File: config.mk
export PLATFORM = sky130hd
export DESIGN_NAME = i2c_wi_target
export DESIGN_NICKNAME = d
export VERILOG_FILES = /design/src/rtl/i2c_wi_pkg.sv /design/src/rtl/i2c_wi_sync.sv /design/src/rtl/i2c_wi_wordctl.sv /design/src/rtl/i2c_wi_target.sv
export SDC_FILE = /design/constraint.sdc
export NUM_CORES = 1
export LEC_CHECK = 0
export CAP_MARGIN = 40
export CORE_MARGIN = 5
export CORE_UTILIZATION = 40
export CTS_BUF_LIST = sky130_fd_sc_hd__clkbuf_8 sky130_fd_sc_hd__clkbuf_16
export DETAILED_ROUTE_END_ITERATION = 8
export PLACE_DENSITY = 0.61
export SLEW_MARGIN = 40
export SYNTH_ARGS = -nofsm -noshare
export SYNTH_HDL_FRONTEND = slang
export SYNTH_SLANG_ARGS = --single-unit
File: constraint.sdc
create_clock -name clk -period 8.85 [get_ports clk]
set_input_delay 1.77 -clock clk [delete_from_list [all_inputs] [get_ports clk]]
set_output_delay 1.77 -clock clk [all_outputs]
set_load 0.01 [all_outputs]
File: src/rtl/i2c_wi_pkg.sv
package i2c_wi_pkg;

  localparam int SUB_W     = 16;
  localparam int MAX_BYTES = 5;
  localparam int WORD_W    = 8 * MAX_BYTES;
  localparam int LEN_W     = $clog2(MAX_BYTES + 1);

  typedef enum logic [2:0] {
    M_IDLE, M_ADDR, M_SUBH, M_SUBL, M_WR, M_RD, M_IGNORE
  } mode_t;

  typedef enum logic [1:0] {
    P_BITS, P_WAITFALL, P_ACK, P_MACK
  } phase_t;

  // Region map: bytes per word for a subaddress.
  function automatic logic [LEN_W-1:0] word_len(input logic [SUB_W-1:0] a);
    if (a < 16'h0800)      return LEN_W'(4);
    else if (a < 16'h1000) return LEN_W'(5);
    else if (a < 16'h2000) return LEN_W'(2);
    else if (a < 16'h3000) return LEN_W'(3);
    else                   return LEN_W'(1);
  endfunction

  // Zero everything above the low len bytes.
  function automatic logic [WORD_W-1:0] mask_word(input logic [WORD_W-1:0] w,
                                                  input logic [LEN_W-1:0] len);
    logic [WORD_W-1:0] m;
    m = ~({WORD_W{1'b1}} << {len, 3'b000});
    return w & m;
  endfunction

  // Byte idx of a len-byte word, idx 0 being the most significant.
  function automatic logic [7:0] pick_byte(input logic [WORD_W-1:0] w,
                                           input logic [LEN_W-1:0] len,
                                           input logic [LEN_W-1:0] idx);
    logic [WORD_W-1:0] t;
    logic [LEN_W-1:0]  sel;
    sel = len - LEN_W'(1) - idx;
    t   = w >> {sel, 3'b000};
    return t[7:0];
  endfunction

endpackage

File: src/rtl/i2c_wi_sync.sv
module i2c_wi_sync #(
  parameter int STAGES = 2
) (
  input  logic clk,
  input  logic rst_n,
  input  logic scl_i,
  input  logic sda_i,
  output logic scl_q,
  output logic sda_q,
  output logic scl_rise,
  output logic scl_fall,
  output logic start_ev,
  output logic stop_ev
);
  logic [STAGES-1:0] scl_sh, sda_sh;
  logic              scl_d, sda_d;

  always_ff @(posedge clk or negedge rst_n) begin
    if (!rst_n) begin
      scl_sh <= '1;
      sda_sh <= '1;
      scl_d  <= 1'b1;
      sda_d  <= 1'b1;
    end else begin
      scl_sh <= {scl_sh[STAGES-2:0], scl_i};
      sda_sh <= {sda_sh[STAGES-2:0], sda_i};
      scl_d  <= scl_q;
      sda_d  <= sda_q;
    end
  end

  assign scl_q    = scl_sh[STAGES-1];
  assign sda_q    = sda_sh[STAGES-1];
  assign scl_rise = ~scl_d & scl_q;
  assign scl_fall = scl_d & ~scl_q;
  assign start_ev = scl_d & scl_q & sda_d & ~sda_q;
  assign stop_ev  = scl_d & scl_q & ~sda_d & sda_q;
endmodule

File: src/rtl/i2c_wi_wordctl.sv
module i2c_wi_wordctl
  import i2c_wi_pkg::*;
(
  input  logic              clk,
  input  logic              rst_n,
  input  logic              abort,
  input  logic [7:0]        rx_byte,
  input  logic              sub_hi_ld,
  input  logic              sub_lo_ld,
  input  logic              wr_byte,
  input  logic              rd_adv,
  input  logic              tx_load,
  input  logic [WORD_W-1:0] reg_rdata,
  output logic [SUB_W-1:0]  subaddr,
  output logic [7:0]        tx_byte,
  output logic [WORD_W-1:0] reg_wdata,
  output logic              reg_wr,
  output logic              reg_rd
);
  logic [LEN_W-1:0]  byte_idx;
  logic [LEN_W-1:0]  wlen;
  logic              word_last;
  logic [WORD_W-1:0] wbuf, rbuf;

  assign wlen      = word_len(subaddr);
  assign word_last = (byte_idx + LEN_W'(1)) == wlen;
  assign reg_rd    = tx_load && (byte_idx == '0);
  assign reg_wdata = mask_word(wbuf, wlen);
  assign tx_byte   = pick_byte((byte_idx == '0) ? reg_rdata : rbuf, wlen, byte_idx);

  always_ff @(posedge clk or negedge rst_n) begin
    if (!rst_n) begin
      subaddr  <= '0;
      byte_idx <= '0;
      wbuf     <= '0;
      rbuf     <= '0;
      reg_wr   <= 1'b0;
    end else begin
      reg_wr <= 1'b0;
      if (reg_wr) subaddr <= subaddr + SUB_W'(1);
      if (abort) begin
        byte_idx <= '0;
      end else if (sub_hi_ld) begin
        subaddr[SUB_W-1:8] <= rx_byte;
      end else if (sub_lo_ld) begin
        subaddr[7:0] <= rx_byte;
        byte_idx     <= '0;
      end else if (wr_byte) begin
        wbuf <= {wbuf[WORD_W-9:0], rx_byte};
        if (word_last) begin
          reg_wr   <= 1'b1;
          byte_idx <= '0;
        end else begin
          byte_idx <= byte_idx + LEN_W'(1);
        end
      end else if (rd_adv) begin
        if (word_last) begin
          subaddr  <= subaddr + SUB_W'(1);
          byte_idx <= '0;
        end else begin
          byte_idx <= byte_idx + LEN_W'(1);
        end
      end
      if (reg_rd) rbuf <= reg_rdata;
    end
  end
endmodule

File: src/rtl/i2c_wi_target.sv
module i2c_wi_target
  import i2c_wi_pkg::*;
#(
  parameter logic [6:0] CHIP_ADDR   = 7'h34,
  parameter int         SYNC_STAGES = 2
) (
  input  logic              clk,
  input  logic              rst_n,
  input  logic              scl_i,
  input  logic              sda_i,
  output logic              sda_oe,
  output logic [SUB_W-1:0]  reg_addr,
  output logic [WORD_W-1:0] reg_wdata,
  output logic              reg_wr,
  input  logic [WORD_W-1:0] reg_rdata,
  output logic              reg_rd
);
  logic scl_q, sda_q, scl_rise, scl_fall, start_ev, stop_ev;

  i2c_wi_sync #(.STAGES(SYNC_STAGES)) u_sync (
    .clk(clk), .rst_n(rst_n), .scl_i(scl_i), .sda_i(sda_i),
    .scl_q(scl_q), .sda_q(sda_q), .scl_rise(scl_rise), .scl_fall(scl_fall),
    .start_ev(start_ev), .stop_ev(stop_ev)
  );

  mode_t      mode;
  phase_t     phase;
  logic [3:0] bitcnt;
  logic [7:0] rxsh, txsh;
  logic       mack_ok;

  // Named events shared by the word controller and the checker.
  logic       rx_mode, byte_done, addr_hit, bus_ignored;
  logic       sub_hi_ld, sub_lo_ld, wr_byte, rd_adv, tx_load, abort;
  logic [7:0] rx_byte_w, tx_byte;

  assign rx_mode     = (mode == M_ADDR) || (mode == M_SUBH) ||
                       (mode == M_SUBL) || (mode == M_WR);
  assign rx_byte_w   = {rxsh[6:0], sda_q};
  assign byte_done   = rx_mode && (phase == P_BITS) && scl_rise && (bitcnt == 4'd7);
  assign addr_hit    = rx_byte_w[7:1] == CHIP_ADDR;
  assign sub_hi_ld   = byte_done && (mode == M_SUBH);
  assign sub_lo_ld   = byte_done && (mode == M_SUBL);
  assign wr_byte     = byte_done && (mode == M_WR);
  assign rd_adv      = (mode == M_RD) && (phase == P_MACK) && scl_rise && !sda_q;
  assign tx_load     = (mode == M_RD) && scl_fall &&
                       ((phase == P_ACK) || ((phase == P_MACK) && mack_ok));
  assign abort       = start_ev || stop_ev;
  assign bus_ignored = (mode == M_IGNORE);

  i2c_wi_wordctl u_word (
    .clk(clk), .rst_n(rst_n), .abort(abort), .rx_byte(rx_byte_w),
    .sub_hi_ld(sub_hi_ld), .sub_lo_ld(sub_lo_ld), .wr_byte(wr_byte),
    .rd_adv(rd_adv), .tx_load(tx_load), .reg_rdata(reg_rdata),
    .subaddr(reg_addr), .tx_byte(tx_byte), .reg_wdata(reg_wdata),
    .reg_wr(reg_wr), .reg_rd(reg_rd)
  );

  always_ff @(posedge clk or negedge rst_n) begin
    if (!rst_n) begin
      mode    <= M_IDLE;
      phase   <= P_BITS;
      bitcnt  <= '0;
      rxsh    <= '0;
      txsh    <= '0;
      sda_oe  <= 1'b0;
      mack_ok <= 1'b0;
    end else if (start_ev) begin
      mode   <= M_ADDR;
      phase  <= P_BITS;
      bitcnt <= '0;
      sda_oe <= 1'b0;
    end else if (stop_ev) begin
      mode   <= M_IDLE;
      phase  <= P_BITS;
      bitcnt <= '0;
      sda_oe <= 1'b0;
    end else begin
      unique case (phase)
        P_BITS: begin
          if (rx_mode && scl_rise) begin
            rxsh <= rx_byte_w;
            if (bitcnt == 4'd7) begin
              bitcnt <= '0;
              unique case (mode)
                M_ADDR: begin
                  if (addr_hit) begin
                    mode  <= rx_byte_w[0] ? M_RD : M_SUBH;
                    phase <= P_WAITFALL;
                  end else begin
                    mode <= M_IGNORE;
                  end
                end
                M_SUBH: begin
                  mode  <= M_SUBL;
                  phase <= P_WAITFALL;
                end
                M_SUBL: begin
                  mode  <= M_WR;
                  phase <= P_WAITFALL;
                end
                default: phase <= P_WAITFALL;
              endcase
            end else begin
              bitcnt <= bitcnt + 4'd1;
            end
          end else if (mode == M_RD) begin
            if (scl_rise) begin
              bitcnt <= bitcnt + 4'd1;
            end else if (scl_fall) begin
              if (bitcnt == 4'd8) begin
                sda_oe  <= 1'b0;
                phase   <= P_MACK;
                mack_ok <= 1'b0;
                bitcnt  <= '0;
              end else begin
                txsh   <= {txsh[6:0], 1'b0};
                sda_oe <= ~txsh[6];
              end
            end
          end
        end
        P_WAITFALL: begin
          if (scl_fall) begin
            sda_oe <= 1'b1;
            phase  <= P_ACK;
          end
        end
        P_ACK: begin
          if (scl_fall) begin
            phase  <= P_BITS;
            bitcnt <= '0;
            if (mode == M_RD) begin
              txsh   <= tx_byte;
              sda_oe <= ~tx_byte[7];
            end else begin
              sda_oe <= 1'b0;
            end
          end
        end
        P_MACK: begin
          if (scl_rise) begin
            if (!sda_q) begin
              mack_ok <= 1'b1;
            end else begin
              mode  <= M_IGNORE;
              phase <= P_BITS;
            end
          end else if (scl_fall && mack_ok) begin
            txsh   <= tx_byte;
            sda_oe <= ~tx_byte[7];
            phase  <= P_BITS;
            bitcnt <= '0;
          end
        end
        default: phase <= P_BITS;
      endcase
    end
  end
endmodule

==> results of run 1 <==
-- Yosys cell counts, drive strengths merged (3+ instances only) --
library cell / number
mux4: 16
nor2: 24
a22oi: 7
nor3: 12
a211oi: 3
o31ai: 4
and2: 27
nor2b: 6
xnor2: 21
nand3: 17
o221ai: 5
o22a: 3
o22ai: 4
inv: 18
xor2: 11
nor4: 3
nand4: 8
o41ai: 3
ha: 14
and3b: 3
and3: 14
clkbuf: 21
mux2i: 16
nand2b: 3
a21oi: 27
mux2: 91
nand3b: 4
buf: 26
o21ai: 31
a31oi: 5
a21o: 4
dfstp: 6
or3: 3
dfrtp: 125
nand2: 53
-- routing by layer --
metal	global-route usage, %	vias to the layer above	wire length [um]
li1	-	2567	-
met3	3.97	16	985
met1	22.2	2719	7790
met5	0	-	0
met4	4.99	0	158
met2	26.6	155	8400
-- registers in the layout, summed over array words and instances (netlist names) --
signal,flops
bitcnt,4
mack_ok,1
mode,3
phase,2
rxsh,7
sda_oe,1
txsh,7
u_sync.scl_d,1
u_sync.scl_sh,2
u_sync.sda_d,1
u_sync.sda_sh,2
u_word.byte_idx,3
u_word.rbuf,40
u_word.reg_wr,1
u_word.subaddr,16
u_word.wbuf,40
-- kinds of logic after synthesis --
kind of cell             synth area share [%]
AO/OA/AOI/OAI                            10.1
multiplexers                             20.8
AND/OR/NAND/NOR                          14.0
adder cells (fa/ha/maj)                  2.62
flip-flops                               44.2
XOR/XNOR                                 3.77
buffers and inverters                    4.53
-- final timing paths --
check                                   start          endpoint  slack, ps  depth (start not counted)
hold reg to reg              u_sync.scl_sh[0]  u_sync.scl_sh[1]        350                          0
min in group asynchronous               rst_n           rxsh[1]       1360                          1
setup / recovery           u_word.byte_idx[0]            reg_rd       4010                          8
max in group asynchronous               rst_n           mode[1]       6470                          2
hold / removal               u_sync.scl_sh[0]  u_sync.scl_sh[1]        350                          0
setup reg to reg           u_word.subaddr[12]           txsh[5]       5410                         11
-- layout make-up --
type | instances | area [um2] | share of cell area, %
multi-input combinational | 469 | 3850 | 41.9
sequential | 131 | 3290 | 35.8
timing repair buffer | 107 | 1060 | 11.6
clock buffer | 20 | 467 | 5.08
tap | 229 | 287 | 3.12
clock inverter | 11 | 174 | 1.89
inverter | 18 | 67.6 | 0.735
-- cell usage in the layout (no fill, tap or decap), types with 6 or more instances in the layout --
cell type / netlist / layout
nor3_1: 7 / 6
clkdlybuf4s50_1: 0 / 101
dfstp_2: 6 / 6
ha_1: 14 / 13
nand3_1: 17 / 17
mux2i_1: 16 / 16
and3_2: 8 / 8
nor2_1: 23 / 23
xor2_1: 11 / 11
o21ai_0: 29 / 29
mux2_2: 90 / 90
inv_1: 18 / 18
and3_1: 6 / 6
and2_1: 27 / 26
a21oi_1: 26 / 26
nand4_1: 8 / 8
dfrtp_1: 125 / 125
xnor2_1: 21 / 20
mux4_2: 16 / 16
nand2_1: 51 / 51
a22oi_1: 7 / 7
clkbuf_16: 0 / 17
-- through the flow --
step,hold WS (ps),instance area (um2),std cells,total power (W)
after CTS,355,9170,984,0.00245
after global placement,347,8520,953,0.00165
after detailed placement,347,8530,953,0.00168
after floorplan,345,7440,665,0.00147
final,354,9190,985,0.00243
after global routing,361,9190,985,0.00258
-- power by group through the flow --
| stage | combinational [W] | clock, W | sequential [W] |
|---|---|---|---|
| final | 0.000828 | 0.000755 | 0.000846 |
| after CTS | 0.000831 | 0.000774 | 0.000846 |
| after global routing | 0.000914 | 0.000798 | 0.000866 |
| after floorplan | 0.000666 | 0 | 0.000802 |
| after detailed placement | 0.000828 | 0 | 0.000855 |
| after global placement | 0.000801 | 0 | 0.000844 |
==> results by group, run 1 <==
Run
  – MaxCap Viol Count: 0

Synth
  – YS warnings: 0
  – Number of synthesized flops with an enable pin: 0
  – Mapped Area: 7440 um2
  – Seq/Total Area, Yosys: 44.2%
  – Post-Syn Nets: 724
  – Post-synth cell types: 74
  – Top cells by area, synth: dfrtp_1 (42%), mux2_2 (14%), mux4_2 (4.8%)
  – Cell taking the most area after synthesis: dfrtp_1
  – Dominant synthesized flop cell: dfrtp_1
  – Synth Instances: 665
  – Syn avg cell area: 11.2 um2
  – Register bit total from synthesis: 131
  – Share of flip-flops with an asynchronous set or reset: 100%
  – Synth top area share: 42.1%

Detailed routing
  – Drt first-iter violations: 523
  – Wire length per cell: 17.6 um
  – DRC violations left: 0
  – Number of detailed-route iterations in the first pass: 5
  – Vias per Instance: 5.54
  – Antenna Nets Post-Route: 0
  – Total wire length: 17300 um
  – Routed vias: 5457

Finish
  – Layout Nets: 803
  – Diode count: 0
  – Layout area overhead: 23.6%
  – Utilization after layout: 50.6%
  – Layout cells sized above 1: 24.3%
  – Filler Cell Count: 1626

Hold path
  – Worst hold-check path type: flip-flop to flip-flop

Setup path
  – Worst Setup Path Type: flip-flop to output pin
  – Crit-path leading delay family: buffers and inverters
  – Slowest cell delay on critical path: 640 ps
  – CP max stage cell: clkdlybuf4s50_1
  – CP Data Arrival Time: 3070 ps
  – CP most frequent cell: buf_4
  – Crit-path cells: inv_1, ha_1, nor2b_2, buf_4, nand2_1, nor3_4, buf_4, clkdlybuf4s50_1
  – Critical Path End Type: output pin
  – CP required: 7080 ps
  – Setup crit start kind: flip-flop
  – CP Max Fanout: 41
  – Crit path buf inv count: 4

Clock tree
  – # H-tree levels: 4
  – Clk sinks: 131
  – Clock tree buffer depth: 2
  – CTS tree: built
  – Hold buffers post-CTS: 0
  – Num CTS Buffers: 17
  – Post-CTS setup buffers: 0
  – Clock Latency Late Sink: 420 ps
  – Clock root buffer master: clkbuf_16
  – Clock slew at reported path FFs: 60 ps
  – # resized after CTS: 0

Global route
  – Initial antenna violation count: 0
  – Largest net degree at the start of global routing: 69
  – Vias in the first global route: 5584
  – First-pass GRT wire length: 29100 um
  – Total Routing Usage GR: 16.5%
  – GRT overflow: 0

Place
  – HPWL after detailed placement: 12300 um
  – Place WS: 4390 ps
  – Gpl congestion: 0.844
  – PortBufs: 102

Timing
  – Skew final: 12.1 ps
  – Final WS setup: 4010 ps
  – Relative slew slack: 51.2%
  – Min cycle time layout: 4840 ps
  – Final hold vios: 0
  – RSZ-0062 raised after global routing: false
  – Period utilisation layout: 54.7%
  – Peak Freq: 206 MHz
  – Setup-failing EPs final: 0
  – Setup TNS: 0 ps
  – Max Slew Vio Count: 0
  – Slew @ Worst Pin: 725 ps

Power
  – Cell Int Power: 0.00163 W
  – Leak Pwr: 4.02 nW
  – Maximum vdd drop: 0.000161 V
  – Switching share of total power: 32.9%
  – Clock network power share: 31.1%
  – Cell area power density: 264 nW/um2
  – Sequential share of power: 34.8%
  – Comb power frac: 34.1%
  – Switching power: 0.000799 W

Floorplan
  – Rows: 49
  – Top Ports: 103
  – Initial core utilization: 41.0%
  – Die height: 146 um
  – Die W: 146 um
  – CORE AREA: 18100 um2
  – Die area: 21400 um2

Run status
  – Status: completed
Note: power is estimated with default switching activity, not from simulation.
==> inputs of run 2 (changes only) <==
--- a/config.mk
+++ b/config.mk
@@ -10,7 +10,7 @@
 export CORE_UTILIZATION = 40
 export CTS_BUF_LIST = sky130_fd_sc_hd__clkbuf_8 sky130_fd_sc_hd__clkbuf_16
 export DETAILED_ROUTE_END_ITERATION = 8
-export PLACE_DENSITY = 0.61
+export PLACE_DENSITY = 0.64
 export SLEW_MARGIN = 40
 export SYNTH_ARGS = -nofsm -noshare
 export SYNTH_HDL_FRONTEND = slang
==> constraint.sdc (replaced) <==
create_clock -name clk -period 3.97 [get_ports clk]
set_input_delay 0.794 -clock clk [delete_from_list [all_inputs] [get_ports clk]]
set_output_delay 0.794 -clock clk [all_outputs]
set_load 0.01 [all_outputs]
==> results by group, run 2 (synthesis results as in run 1) <==
Run
  – MaxCap Viol Count: 0

Setup path
  – CP max stage cell: a211oi_1
  – Crit-path cells: a211oi_1, and2_1, clkdlybuf4s50_1
  – Crit-path leading delay family: compound AO/OA/AOI/OAI gates
  – Setup crit start kind: flip-flop
  – CP Max Fanout: 11
  – Critical Path End Type: output pin
  – CP required: 3180 ps
  – CP Data Arrival Time: 2430 ps
  – Worst Setup Path Type: flip-flop to output pin
  – Slowest cell delay on critical path: 690 ps
  – Crit path buf inv count: 1

Clock tree
  – Num CTS Buffers: 17
  – Clock tree buffer depth: 2
  – CTS tree: built
  – Clock slew at reported path FFs: 60 ps
  – Clock Latency Late Sink: 420 ps
  – # H-tree levels: 4
  – Post-CTS setup buffers: 0
  – Hold buffers post-CTS: 0
  – # resized after CTS: 0
  – Clock root buffer master: clkbuf_16
  – Clk sinks: 131

Place
  – Gpl congestion: 0.887
  – Placed inst area: 8570 um2
  – Place WS: 561 ps
  – PortBufs: 102
  – HPWL after detailed placement: 12600 um

Detailed routing
  – Vias per Instance: 5.56
  – Antenna Nets Post-Route: 0
  – Routed vias: 5501
  – Number of detailed-route iterations in the first pass: 5
  – DRC violations left: 0
  – Wire length per cell: 17.9 um
  – Drt first-iter violations: 464
  – Total wire length: 17800 um

Timing
  – Skew final: 7.38 ps
  – Setup-failing EPs final: 0
  – Peak Freq: 310 MHz
  – Period utilisation layout: 81.3%
  – Final WS setup: 743 ps
  – Relative slew slack: 50.0%
  – RSZ-0062 raised after global routing: false
  – Slew @ Worst Pin: 744 ps
  – Max Slew Vio Count: 0
  – Final hold vios: 0
  – Setup TNS: 0 ps
  – Min cycle time layout: 3230 ps

Power
  – Comb power frac: 34.9%
  – Sequential share of power: 36.1%
  – Cell area power density: 572 nW/um2
  – Total power: 0.00523 W
  – Switching power: 0.00178 W
  – Maximum vdd drop: 0.000323 V
  – Clock network power share: 28.9%
  – Cell Int Power: 0.00345 W
  – Switching share of total power: 34.1%
  – Leak Pwr: 4.02 nW

Global route
  – First-pass GRT wire length: 29200 um
  – GRT overflow: 0
  – Largest net degree at the start of global routing: 73
  – Total Routing Usage GR: 16.7%
  – Initial antenna violation count: 0
  – Vias in the first global route: 5686

Hold path
  – Worst hold-check path type: flip-flop to flip-flop

Finish
  – Layout cells sized above 1: 24.3%
  – Utilization after layout: 50.4%
  – Filler Cell Count: 1592
  – Top Registers: u_word.rbuf (40), u_word.wbuf (40), u_word.subaddr (16)
  – Layout Nets: 807
  – Diode count: 0
  – Post-route cell area: 9150 um2
  – Layout area overhead: 23.1%
  – Commonest non-fill, non-tap cells in the layout: dfrtp_1 (125), clkdlybuf4s50_1 (101), mux2_2 (90), nand2_1 (51), o21ai_0 (29)
  – Most common cell after layout, fill and taps aside: dfrtp_1

Floorplan
  – Die area: 21400 um2
  – Die height: 146 um
  – Top Ports: 103
  – Initial core utilization: 41.0%
  – Die W: 146 um
  – Rows: 49
  – CORE AREA: 18100 um2

Run status
  – Status: completed
==> run 2: per-stage QoR <==
stage / hold WS [ps] / instances
global placement: 348 / 958
floorplan: 345 / 665
global route: 364 / 990
finish: 355 / 990
detailed placement: 347 / 958
CTS: 355 / 990
==> run 2: area by class of cell <==
| type | instances | area, um2 | share of cell area, % |
|---|---|---|---|
| Clock inverter | 12 | 106 | 1.16 |
| Tap cell | 229 | 287 | 3.13 |
| Inverter | 18 | 67.6 | 0.738 |
| Multi-Input combinational cell | 469 | 3840 | 41.9 |
| Timing Repair Buffer | 111 | 1100 | 12.0 |
| Sequential cell | 131 | 3290 | 35.9 |
| Clock buffer | 20 | 467 | 5.10 |
==> run 2: path summary, 6_finish.rpt <==
check / start / endpoint / slack (ps) / depth (start not counted)
max in group asynchronous: rst_n / u_word.subaddr[12] / 2810 / 2
max: u_word.subaddr[13] / reg_wdata[15] / 740 / 3
min in group asynchronous: rst_n / u_word.wbuf[2] / 360 / 1
min: u_sync.scl_sh[0] / u_sync.scl_sh[1] / 350 / 0
min reg2reg: u_sync.scl_sh[0] / u_sync.scl_sh[1] / 350 / 0
max reg2reg: u_word.subaddr[12] / txsh[5] / 800 / 11
==> run 2: power groups by stage <==
stage	Combinational (W)	Sequential (W)	Clock [W]
6_report	0.00183	0.00189	0.00151
5_1_grt	0.00203	0.00193	0.00161
4_1_cts	0.00183	0.00189	0.00155
3_5_place_dp	0.00183	0.00190	0
3_3_place_gp	0.00178	0.00189	0
2_1_floorplan	0.00148	0.00179	0
==> run 2: per-layer routing <==
metal | track usage, % | part of all wire [%]
met4 | 5.32 | 1.7
met5 | 0 | 0
met1 | 22.4 | 47
met3 | 4.65 | 4.7
met2 | 26.4 | 47
